--- src/rtl/exc_pkg.sv ---
package exc_pkg;
  typedef enum logic [2:0] {
    ST_ARM, ST_RPC, ST_RSP, ST_IDLE, ST_PSR, ST_PPC, ST_VEC
  } st_e;

  // source slots, lowest index wins
  localparam int N_SRC    = 5;
  localparam int SRC_AERR = 0;
  localparam int SRC_IRQ  = 1;
  localparam int SRC_SLOT = 2;
  localparam int SRC_ILL  = 3;
  localparam int SRC_TRAP = 4;
endpackage

--- src/rtl/exc_src_arb.sv ---
module exc_src_arb
  import exc_pkg::*;
#(
  parameter int VEC_W    = 8,
  parameter int VEC_ILL  = 4,
  parameter int VEC_SLOT = 6,
  parameter int VEC_AERR = 9
) (
  input  logic             instr_done_i,
  input  logic             addr_err_i,
  input  logic             irq_i,
  input  logic [VEC_W-1:0] irq_vec_i,
  input  logic             trap_i,
  input  logic [VEC_W-1:0] trap_imm_i,
  input  logic             undef_i,
  input  logic             in_slot_i,
  input  logic             slot_pc_wr_i,
  output logic             req_o,
  output logic             is_irq_o,
  output logic [VEC_W-1:0] vec_o,
  output logic [N_SRC-1:0] grant_o
);
  logic [N_SRC-1:0] cand;

  always_comb begin
    cand           = '0;
    cand[SRC_AERR] = addr_err_i & instr_done_i;
    cand[SRC_IRQ]  = irq_i & instr_done_i;
    cand[SRC_SLOT] = in_slot_i & (undef_i | slot_pc_wr_i);
    cand[SRC_ILL]  = undef_i & ~in_slot_i;
    cand[SRC_TRAP] = trap_i;
  end

  for (genvar i = 0; i < N_SRC; i++) begin : g_pri
    if (i == 0) begin : g_top
      assign grant_o[i] = cand[i];
    end else begin : g_low
      assign grant_o[i] = cand[i] & ~|cand[i-1:0];
    end
  end

  always_comb begin
    vec_o = '0;
    if (grant_o[SRC_AERR])      vec_o = VEC_W'(VEC_AERR);
    else if (grant_o[SRC_IRQ])  vec_o = irq_vec_i;
    else if (grant_o[SRC_SLOT]) vec_o = VEC_W'(VEC_SLOT);
    else if (grant_o[SRC_ILL])  vec_o = VEC_W'(VEC_ILL);
    else if (grant_o[SRC_TRAP]) vec_o = trap_imm_i;
  end

  assign req_o    = |cand;
  assign is_irq_o = grant_o[SRC_IRQ];
endmodule

--- src/rtl/exc_ctrl.sv ---
module exc_ctrl
  import exc_pkg::*;
#(
  parameter int          XLEN        = 32,
  parameter int          VEC_W       = 8,
  parameter int          LVL_W       = 4,
  parameter logic [31:0] RST_PC_ADDR = 32'h0000_0000,
  parameter logic [31:0] RST_SP_ADDR = 32'h0000_0004
) (
  input  logic             clk_i,
  input  logic             rst_ni,
  input  logic             src_req_i,
  input  logic [VEC_W-1:0] src_vec_i,
  input  logic             src_irq_i,
  input  logic [LVL_W-1:0] src_lvl_i,
  input  logic [XLEN-1:0]  pc_i,
  input  logic [XLEN-1:0]  sr_i,
  input  logic [XLEN-1:0]  r15_i,
  input  logic [XLEN-1:0]  vbr_i,
  output logic             mem_req_o,
  output logic             mem_we_o,
  output logic [XLEN-1:0]  mem_addr_o,
  output logic [XLEN-1:0]  mem_wdata_o,
  input  logic [XLEN-1:0]  mem_rdata_i,
  input  logic             mem_ready_i,
  output logic             busy_o,
  output logic             pc_wr_o,
  output logic [XLEN-1:0]  pc_o,
  output logic             r15_wr_o,
  output logic [XLEN-1:0]  r15_o,
  output logic             vbr_clr_o,
  output logic             imask_wr_o,
  output logic [LVL_W-1:0] imask_o
);
  localparam int WORD_B   = XLEN / 8;
  localparam int ADDR_LSB = $clog2(WORD_B);

  st_e              st_q;
  logic [XLEN-1:0]  pc_sv, sr_sv, r15_sv, vbr_sv, pc_rst;
  logic [VEC_W-1:0] vec_sv;
  logic             irq_sv;
  logic [LVL_W-1:0] lvl_sv;
  logic             hs;

  assign hs = mem_req_o & mem_ready_i;

  always_comb begin
    mem_req_o   = 1'b0;
    mem_we_o    = 1'b0;
    mem_addr_o  = '0;
    mem_wdata_o = '0;
    unique case (st_q)
      ST_RPC: begin mem_req_o = 1'b1; mem_addr_o = XLEN'(RST_PC_ADDR); end
      ST_RSP: begin mem_req_o = 1'b1; mem_addr_o = XLEN'(RST_SP_ADDR); end
      ST_PSR: begin
        mem_req_o   = 1'b1;
        mem_we_o    = 1'b1;
        mem_addr_o  = r15_sv - XLEN'(WORD_B);
        mem_wdata_o = sr_sv;
      end
      ST_PPC: begin
        mem_req_o   = 1'b1;
        mem_we_o    = 1'b1;
        mem_addr_o  = r15_sv - XLEN'(2 * WORD_B);
        mem_wdata_o = pc_sv;
      end
      ST_VEC: begin
        mem_req_o  = 1'b1;
        mem_addr_o = vbr_sv + (XLEN'(vec_sv) << ADDR_LSB);
      end
      default: ;
    endcase
  end

  assign busy_o = (st_q != ST_IDLE);

  always_ff @(posedge clk_i or negedge rst_ni) begin
    if (!rst_ni) begin
      st_q       <= ST_ARM;
      pc_sv      <= '0;
      sr_sv      <= '0;
      r15_sv     <= '0;
      vbr_sv     <= '0;
      pc_rst     <= '0;
      vec_sv     <= '0;
      irq_sv     <= 1'b0;
      lvl_sv     <= '0;
      pc_wr_o    <= 1'b0;
      pc_o       <= '0;
      r15_wr_o   <= 1'b0;
      r15_o      <= '0;
      vbr_clr_o  <= 1'b0;
      imask_wr_o <= 1'b0;
      imask_o    <= '0;
    end else begin
      pc_wr_o    <= 1'b0;
      r15_wr_o   <= 1'b0;
      vbr_clr_o  <= 1'b0;
      imask_wr_o <= 1'b0;
      unique case (st_q)
        ST_ARM: st_q <= ST_RPC;
        ST_RPC: if (hs) begin
          pc_rst <= mem_rdata_i;
          st_q   <= ST_RSP;
        end
        ST_RSP: if (hs) begin
          r15_o      <= mem_rdata_i;
          r15_wr_o   <= 1'b1;
          pc_o       <= pc_rst;
          pc_wr_o    <= 1'b1;
          vbr_clr_o  <= 1'b1;
          imask_o    <= '1;
          imask_wr_o <= 1'b1;
          st_q       <= ST_IDLE;
        end
        ST_IDLE: if (src_req_i) begin
          pc_sv  <= pc_i;
          sr_sv  <= sr_i;
          r15_sv <= r15_i;
          vbr_sv <= vbr_i;
          vec_sv <= src_vec_i;
          irq_sv <= src_irq_i;
          lvl_sv <= src_lvl_i;
          st_q   <= ST_PSR;
        end
        ST_PSR: if (hs) st_q <= ST_PPC;
        ST_PPC: if (hs) begin
          r15_o    <= r15_sv - XLEN'(2 * WORD_B);
          r15_wr_o <= 1'b1;
          st_q     <= ST_VEC;
        end
        ST_VEC: if (hs) begin
          pc_o    <= mem_rdata_i;
          pc_wr_o <= 1'b1;
          if (irq_sv) begin
            imask_o    <= lvl_sv;
            imask_wr_o <= 1'b1;
          end
          st_q <= ST_IDLE;
        end
        default: st_q <= ST_IDLE;
      endcase
    end
  end

  a_r10_hold_until_ready: assert property (@(posedge clk_i) disable iff (!rst_ni)
    mem_req_o && !mem_ready_i |=> mem_req_o && $stable(mem_addr_o) &&
                                  $stable(mem_we_o) && $stable(mem_wdata_o));
  a_r4_pc_after_read: assert property (@(posedge clk_i) disable iff (!rst_ni)
    pc_wr_o |-> $past(mem_req_o && mem_ready_i && !mem_we_o));
  a_r6_imask_with_pc: assert property (@(posedge clk_i) disable iff (!rst_ni)
    imask_wr_o |-> pc_wr_o);
  a_r3_r15_after_push: assert property (@(posedge clk_i) disable iff (!rst_ni)
    r15_wr_o && !vbr_clr_o |-> $past(mem_req_o && mem_we_o && mem_ready_i));
  a_r11_busy_ends_on_pc: assert property (@(posedge clk_i) disable iff (!rst_ni)
    pc_wr_o |-> !busy_o);
endmodule

--- src/rtl/exc_entry_seq.sv ---
module exc_entry_seq
  import exc_pkg::*;
#(
  parameter int          XLEN        = 32,
  parameter int          VEC_W       = 8,
  parameter int          LVL_W       = 4,
  parameter int          VEC_ILL     = 4,
  parameter int          VEC_SLOT    = 6,
  parameter int          VEC_AERR    = 9,
  parameter logic [31:0] RST_PC_ADDR = 32'h0000_0000,
  parameter logic [31:0] RST_SP_ADDR = 32'h0000_0004
) (
  input  logic             clk_i,
  input  logic             rst_ni,
  input  logic             instr_done_i,
  input  logic             addr_err_i,
  input  logic             irq_i,
  input  logic [LVL_W-1:0] irq_lvl_i,
  input  logic [VEC_W-1:0] irq_vec_i,
  input  logic             trap_i,
  input  logic [VEC_W-1:0] trap_imm_i,
  input  logic             undef_i,
  input  logic             in_slot_i,
  input  logic             slot_pc_wr_i,
  input  logic [XLEN-1:0]  pc_i,
  input  logic [XLEN-1:0]  sr_i,
  input  logic [XLEN-1:0]  r15_i,
  input  logic [XLEN-1:0]  vbr_i,
  output logic             mem_req_o,
  output logic             mem_we_o,
  output logic [XLEN-1:0]  mem_addr_o,
  output logic [XLEN-1:0]  mem_wdata_o,
  input  logic [XLEN-1:0]  mem_rdata_i,
  input  logic             mem_ready_i,
  output logic             busy_o,
  output logic             pc_wr_o,
  output logic [XLEN-1:0]  pc_o,
  output logic             r15_wr_o,
  output logic [XLEN-1:0]  r15_o,
  output logic             vbr_clr_o,
  output logic             imask_wr_o,
  output logic [LVL_W-1:0] imask_o
);
  logic             src_req, src_irq;
  logic [VEC_W-1:0] src_vec;
  logic [N_SRC-1:0] grant;

  exc_src_arb #(
    .VEC_W(VEC_W), .VEC_ILL(VEC_ILL), .VEC_SLOT(VEC_SLOT), .VEC_AERR(VEC_AERR)
  ) u_arb (
    .instr_done_i (instr_done_i),
    .addr_err_i   (addr_err_i),
    .irq_i        (irq_i),
    .irq_vec_i    (irq_vec_i),
    .trap_i       (trap_i),
    .trap_imm_i   (trap_imm_i),
    .undef_i      (undef_i),
    .in_slot_i    (in_slot_i),
    .slot_pc_wr_i (slot_pc_wr_i),
    .req_o        (src_req),
    .is_irq_o     (src_irq),
    .vec_o        (src_vec),
    .grant_o      (grant)
  );

  exc_ctrl #(
    .XLEN(XLEN), .VEC_W(VEC_W), .LVL_W(LVL_W),
    .RST_PC_ADDR(RST_PC_ADDR), .RST_SP_ADDR(RST_SP_ADDR)
  ) u_ctrl (
    .clk_i       (clk_i),
    .rst_ni      (rst_ni),
    .src_req_i   (src_req),
    .src_vec_i   (src_vec),
    .src_irq_i   (src_irq),
    .src_lvl_i   (irq_lvl_i),
    .pc_i        (pc_i),
    .sr_i        (sr_i),
    .r15_i       (r15_i),
    .vbr_i       (vbr_i),
    .mem_req_o   (mem_req_o),
    .mem_we_o    (mem_we_o),
    .mem_addr_o  (mem_addr_o),
    .mem_wdata_o (mem_wdata_o),
    .mem_rdata_i (mem_rdata_i),
    .mem_ready_i (mem_ready_i),
    .busy_o      (busy_o),
    .pc_wr_o     (pc_wr_o),
    .pc_o        (pc_o),
    .r15_wr_o    (r15_wr_o),
    .r15_o       (r15_o),
    .vbr_clr_o   (vbr_clr_o),
    .imask_wr_o  (imask_wr_o),
    .imask_o     (imask_o)
  );

  a_r8_single_grant: assert property (@(posedge clk_i) disable iff (!rst_ni)
    $onehot0(grant));
  a_r7_gated_by_done: assert property (@(posedge clk_i) disable iff (!rst_ni)
    (grant[SRC_AERR] || grant[SRC_IRQ]) |-> instr_done_i);
endmodule

--- config.mk ---
export PLATFORM = sky130hd
export DESIGN_NAME = exc_entry_seq
export DESIGN_NICKNAME = d
export VERILOG_FILES = /design/src/rtl/exc_pkg.sv /design/src/rtl/exc_src_arb.sv /design/src/rtl/exc_ctrl.sv /design/src/rtl/exc_entry_seq.sv
export SDC_FILE = /design/constraint.sdc
export NUM_CORES = 1
export LEC_CHECK = 0
export BUFFER_PORTS_ARGS = -buffer_cell sky130_fd_sc_hd__buf_2
export CORE_UTILIZATION = 58
export DETAILED_ROUTE_END_ITERATION = 7
export PLACE_DENSITY_LB_ADDON = 0.15
export SETUP_SLACK_MARGIN = 0.2
export SKIP_LAST_GASP = 1
export SLEW_MARGIN = 30
export SYNTH_ARGS = -nofsm -noshare
export SYNTH_HDL_FRONTEND = slang
export SYNTH_SLANG_ARGS = --single-unit
export TNS_END_PERCENT = 20
--- constraint.sdc ---
create_clock -name clk_i -period 5.8 [get_ports clk_i]
set_input_delay 0.29 -clock clk_i [delete_from_list [all_inputs] [get_ports clk_i]]
set_output_delay 0.29 -clock clk_i [all_outputs]
set_load 0.005 [all_outputs]
==> reports/metrics.yaml, run 1 <==
outcome: "completed"
grtUsageTotal_pct: 33.4
cp-end-kind: "output pin"
syn_inst: 1175
fp.dieW_um: 150
post-cts-setup-buffers: 0
synth_top_family_by_area: "multiplexers"
utilization_pct: 76.9
clock_skew_ns: 0.00979
placementRows: 53
routed_wl_um: 37300
r2r_cells: 6
multi_input_area_um2: 6040
synth.net_count: 1377
max_slew_margin_pct: 43.5
synthMuxAreaShare_pct: 18.2
cp-start-kind: "register"
reg2reg_slack_ns: 2.79
synth-compound-area-share_pct: 11.5
post-route-period-util_pct: 61.6
ioPinCount: 329
hpwl_um: 24400
p_leak_uw: 0.00758
num_vias: 10900
grt_max_degree: 154
synth_area_leaders: "dfrtp_1 (49%), mux2_2 (15%), mux2i_1 (3.5%)"
grt-ovfl-total: 0
cp_max_fo: 14
core_area_um2: 21200
postPlaceCellArea_um2: 14400
final-instance-count-excl-fill: 1850
syn_area_um2: 12600
hold_path_class: "in2reg"
max_clock_freq_ghz: 0.280
maxCapViolCount: 0
synth_simple_gate_area_share_pct: 13.0
reg2reg_to: "u_ctrl.sr_sv[11]"
drtIter0Drc: 738
cts-buffers-inserted: 27
rr_startpoint: "u_ctrl.st_q[0]"
syn_avg_cell_area_um2: 10.7
ant_nets: 0
cts_sinks: 248
fin_setup_tns_ns: 0
yosysWarningCount: 0
drive_above_1_share_pct: 37.1
clockBufferDepth: 3
h-tree-depth: 1
cts_tree: "done"
port-buffer-count: 328
startpoint: "u_ctrl.vec_sv[0]"
yosysTopAreaCellShare_pct: 49.1
tightestPinTransition_ns: 0.844
fillers: 1366
ys_seq_elements: 248
grt_pass1_wl_um: 58100
die_area_um2: 22400
firstDrtPassIters: 7
insertion_delay_ns: 0.53
yosys.area_share.adder_pct: 1.25
drt-wirelength-per-cell_um: 20.2
clockRootBuffer: "clkbuf_16"
p_per_area_nw_per_um2: 541
slew_violations: 0
required_ns: 5.51
synthTopCellsByCount: "dfrtp_1 (248), mux2_2 (165), nand2_1 (108)"
clk_pin_slew_worst_paths_ns: 0.06
grt_pass1_vias: 10900
drc: 0
ys_types: 69
rsz0062_at_grt: "no"
synthToLayoutAreaGrowth_pct: 28.9
area.sequential_um2: 6210
place_ws_ns: 2.82
die_h_um: 150
cp-endpoint: "mem_addr_o[22]"
path_class: "reg2out"
place.gp.congestion: 0.906
synth-edff-count: 0
viasPerCell: 5.91
period_needed_ns: 3.57
worstPathArrival_ns: 3.28
yosysTopAreaCell: "dfrtp_1"
start_util_pct: 59.7
dp.cells: 1704
synth_ff_type: "dfrtp_1"
yosysMostFrequentCell: "dfrtp_1"
design_area_um2: 16300
async_reset_ff_share_pct: 100
synthXorXnorAreaFrac_pct: 3.68
ys_seq_area_share_pct: 49.1
setup_slack_ns: 2.23
fin_nets: 1756
antenna_found_initial: 2
finalHoldViolCount: 0
ir_worst_vdd_mv: 0.342
setup_viol_count_final: 0
[stage by stage]
step	hold slack, ns	power, uW
2_1_floorplan	-0.00559	5640
3_3_place_gp	0.371	6710
3_5_place_dp	0.365	6850
4_1_cts	0.0000687	8720
5_1_grt	0.00233	9320
6_report	0.00744	8800
[state kept, by name, summed over array words and instances, names as in the netlist]
signal,count
u_ctrl.vbr_sv,32
u_ctrl.st_q,3
u_ctrl.pc_sv,32
u_ctrl.sr_sv,32
u_ctrl.r15_wr_o,1
u_ctrl.r15_sv,32
u_ctrl.imask_o,4
u_ctrl.pc_wr_o,1
u_ctrl.lvl_sv,4
u_ctrl.pc_o,32
u_ctrl.r15_o,32
u_ctrl.vec_sv,8
u_ctrl.imask_wr_o,1
u_ctrl.irq_sv,1
u_ctrl.vbr_clr_o,1
u_ctrl.pc_rst,32
[worst max-delay path, cell delays in order, from the launching register on]
cell     delay (ns)
dfrtp_1        0.39
ha_1           0.23
fa_1           0.41
a21o_1         0.20
a221o_1        0.36
a41oi_2        0.59
nor3_1         0.09
a221o_1        0.34
buf_2          0.14
[what timing repair did]
action	in CTS	in global routing
hold endpoints to repair	188	2
resized for setup	0	0
hold buffers	94	2
[layout by cell type (no fill, tap or decap), drive strengths merged, types with 16 or more instances in the layout]
cell,count
buf,337
o21ai,85
dlygate4sd3,96
nor2,93
a21oi,20
dfrtp,248
o211ai,16
mux2,165
xnor2,32
xor2,21
mux2i,44
nor3,21
nand3,18
o22ai,39
clkbuf,37
nand2,108
[routing by layer]
layer,up-vias,routed length (um),GRT usage [%]
li1,5009,-,-
met5,-,8,0
met4,2,1360,11.8
met3,107,3170,7.23
met2,531,18300,57.0
met1,5293,14500,41.6
[worst min path at each step]
stage | cells past startpoint | start | end
after detailed placement | 1 | rst_ni | u_ctrl.pc_o[9]
after global routing | 2 | pc_i[20] | u_ctrl.pc_sv[20]
final | 2 | r15_i[3] | u_ctrl.r15_sv[3]
after global placement | 1 | rst_ni | u_ctrl.pc_o[9]
after floorplan | 0 | rst_ni | u_ctrl.imask_o[0]
after CTS | 2 | r15_i[13] | u_ctrl.r15_sv[13]
[power by group]
part	switching, uW	internal (uW)	total, uW
combinational	1880	1780	3660
clock	691	1100	1790
sequential	763	2580	3350
[cell families (layout without fill, tap and decap cells)]
family | Yosys count | after routing
AO/OA/AOI/OAI | 226 | 226
XOR/XNOR | 53 | 53
adder cells (fa/ha/maj) | 12 | 12
buffers and inverters | 94 | 493
flip-flops | 248 | 248
multiplexers | 209 | 209
other | 0 | 1
AND/OR/NAND/NOR | 333 | 333
[area by class of cell]
class	count	share of cell area [%]
flip-flops and latches	248	38.1
multi-input cells	833	37.1
repair buffers	433	16.5
clock buffers	37	4.94
well taps	275	2.11
clock inverters	12	0.876
inverters	11	0.261
diodes	1	0.0154
No activity file was read; power rests on OpenSTA's default activity.
==> run 2, diff against run 1 <==
--- a/config.mk
+++ b/config.mk
@@ -6,7 +6,7 @@
 export NUM_CORES = 1
 export LEC_CHECK = 0
 export BUFFER_PORTS_ARGS = -buffer_cell sky130_fd_sc_hd__buf_2
-export CORE_UTILIZATION = 58
+export CORE_UTILIZATION = 54
 export DETAILED_ROUTE_END_ITERATION = 7
 export PLACE_DENSITY_LB_ADDON = 0.15
 export SETUP_SLACK_MARGIN = 0.2
==> constraint.sdc (replaced) <==
create_clock -name clk_i -period 3.31 [get_ports clk_i]
set_input_delay 0.1655 -clock clk_i [delete_from_list [all_inputs] [get_ports clk_i]]
set_output_delay 0.1655 -clock clk_i [all_outputs]
set_load 0.005 [all_outputs]
==> run 2 against run 1 <==
  * Die area rose by 7.3%
  * Wire length rose by 6.3%
  * Core utilization shrank 0.76 points
  * Sequential power is 76% higher
  * Highest routed layer is now met4
  * Largest cell class unchanged
  * Critical path type unchanged
==> reports/metrics.yaml, run 2 (same netlist as run 1, synthesis figures left out) <==
cp-start-kind: "register"
grt_pass1_wl_um: 62500  # +7.5%
grt_pass1_vias: 11600  # +6.4%
cts-buffers-inserted: 26  # -3.7%
slew_violations: 0  # unchanged
routed_wl_um: 39600  # +6.3%
place.gp.congestion: 0.925  # +2.1%
p_per_area_nw_per_um2: 902  # +67%
h-tree-depth: 1  # unchanged
clk_pin_slew_worst_paths_ns: 0.06  # about the same
setup_viol_count_final: 0  # unchanged
max_clock_freq_ghz: 0.323
grt_max_degree: 91  # -41%
ant_nets: 0  # unchanged
num_vias: 11400  # +4.4%
port-buffer-count: 328  # unchanged
ir_worst_vdd_mv: 0.507  # +48%
die_area_um2: 24000  # +7.3%
clock_skew_ns: 0.00799  # -0.00181 ns
rsz0062_at_grt: "yes"
hpwl_um: 25200  # +3.2%
drc: 0  # unchanged
post-route-period-util_pct: 93.6
hold_path_class: "in2reg"
setup_slack_ns: 0.212  # -2.01 ns
dp.cells: 1752  # +2.8%
cp-end-kind: "output pin"
final-instance-count-excl-fill: 1988  # +7.5%
fin_setup_tns_ns: 0  # unchanged
tightestPinTransition_ns: 0.794  # -0.0501 ns
grtUsageTotal_pct: 33.3  # -0.065 points
worstPathArrival_ns: 2.93  # -0.35 ns
design_area_um2: 17400  # +6.6%
maxCapViolCount: 0  # unchanged
drive_above_1_share_pct: 36.7  # -0.44 points
critical-path-top-delay-family: "simple AND/OR/NAND/NOR gates"
max_slew_margin_pct: 47.1  # +3.5 points
outcome: "completed"
cp_max_fo: 8  # -6
synthToLayoutAreaGrowth_pct: 37.4
start_util_pct: 55.4  # -4.3 points
grt-ovfl-total: 0  # unchanged
core_area_um2: 22800  # +7.7%
cp_num_buf_inv: 3  # +2
layout_common_cells: "buf_2 (327), dfrtp_1 (247), dlygate4sd3_1 (174), mux2_2 (165), nand2_1 (106)"
cpPeakStageDelay_ns: 0.63  # +0.04 ns
viasPerCell: 5.75  # -2.9%
path_cells: "ha_2 > fa_2 > a21o_1 > a221o_1 > a41oi_2 > buf_6 > buf_12 > or4b_2 > nand3_1 > buf_2"
die_h_um: 155  # +3.6%
ioPinCount: 329  # unchanged
antenna_found_initial: 3  # +1
p_leak_uw: 0.00799  # +5.4%
clockBufferDepth: 3  # unchanged
firstDrtPassIters: 5  # -2
fin_nets: 1856  # +5.7%
place_ws_ns: 0.604  # -2.22 ns
insertion_delay_ns: 0.53  # about the same
path_class: "reg2out"
clockRootBuffer: "clkbuf_16"
cts_tree: "done"
cts_sinks: 248  # unchanged
fp.dieW_um: 155  # +3.6%
required_ns: 3.14  # -2.37 ns
drt-wirelength-per-cell_um: 19.9  # -1.0%
placementRows: 55  # +3.8%
cp_slowest_cell: "or4b_2"
postPlaceCellArea_um2: 14500  # +0.99%
period_needed_ns: 3.10
layout_commonest_cell: "buf_2"
finalHoldViolCount: 0  # unchanged
drtIter0Drc: 852  # +15%
-- run 2: changes by cell type in the layout (fill, tap and decap cells not counted), moves of 4 or more --
cell | before | now
buf_4 | 8 | 26
ha_4 | 0 | 4
ha_1 | 11 | 4
clkbuf_1 | 1 | 6
dlygate4sd3_1 | 96 | 174
buf_12 | 1 | 5
-- run 2: per-stage QoR --
stage	hold slack, ns	utilization, %	power [uW]
2_1_floorplan	-0.130	-	9890
3_3_place_gp	0.161	63.7	11900
3_5_place_dp	0.169	63.7	12100
4_1_cts	0.000492	75.7	15400
5_1_grt	0.0368	76.2	16600
6_report	0.0171	76.2	15700
-- run 2: tightest hold or removal path, cell delays in order --
cell and delay, ns:
buf_2 0.08, a22oi_1 0.08, o21ai_0 0.18
-- run 2: path summary, 6_finish.rpt --
| path | start | endpoint | slack (ns) | depth (start not counted) |
|---|---|---|---|---|
| worst max-delay path | u_ctrl.vbr_sv[2] | mem_addr_o[28] | 0.21 | 10 |
| worst min-delay path | irq_vec_i[7] | u_ctrl.vec_sv[7] | 0.02 | 3 |
| worst max register to register | u_ctrl.st_q[1] | u_ctrl.r15_o[28] | 0.84 | 6 |
| worst min register to register | u_ctrl.r15_o[18] | u_ctrl.r15_o[18] | 0.47 | 2 |
| max in group asynchronous | rst_ni | u_ctrl.r15_o[0] | 2.22 | 3 |
| min in group asynchronous | rst_ni | u_ctrl.pc_rst[15] | 0.19 | 2 |
-- run 2: area by class of cell --
cell class                 instances  area, um2
antenna                            3       7.51
clock buffer                      40        795
clock inverter                     6       80.1
fill                            1509       5430
inverter                          11       41.3
multi-input combinational        833       6130
sequential                       248       6210
tap                              313        392
timing repair buffer             534       3700
-- run 2: power breakdown --
group	internal, uW	leakage, uW	switching [uW]
registers	4530	0.00299	1360
clock network	1800	0.000434	1200
logic	3370	0.00456	3400
-- run 2: repair_timing --
| item | CTS | global route |
|---|---|---|
| setup endpoints to repair | 15 | 21 |
| pin swaps | 4 | 3 |
| gates cloned | 0 | 0 |
| buffers inserted | 8 | 5 |
| hold buffers | 174 | 0 |
| endpoints found under the hold margin | 292 | 0 |
| resized for setup | 8 | 11 |
-- run 2: per-layer routing --
metal,up-vias,part of all wire (%),GRT usage (%)
li1,5217,-,-
met1,5567,40,41.8
met2,517,49,56.5
met3,122,6.7,6.30
met4,0,4.5,14.0
met5,-,0,0
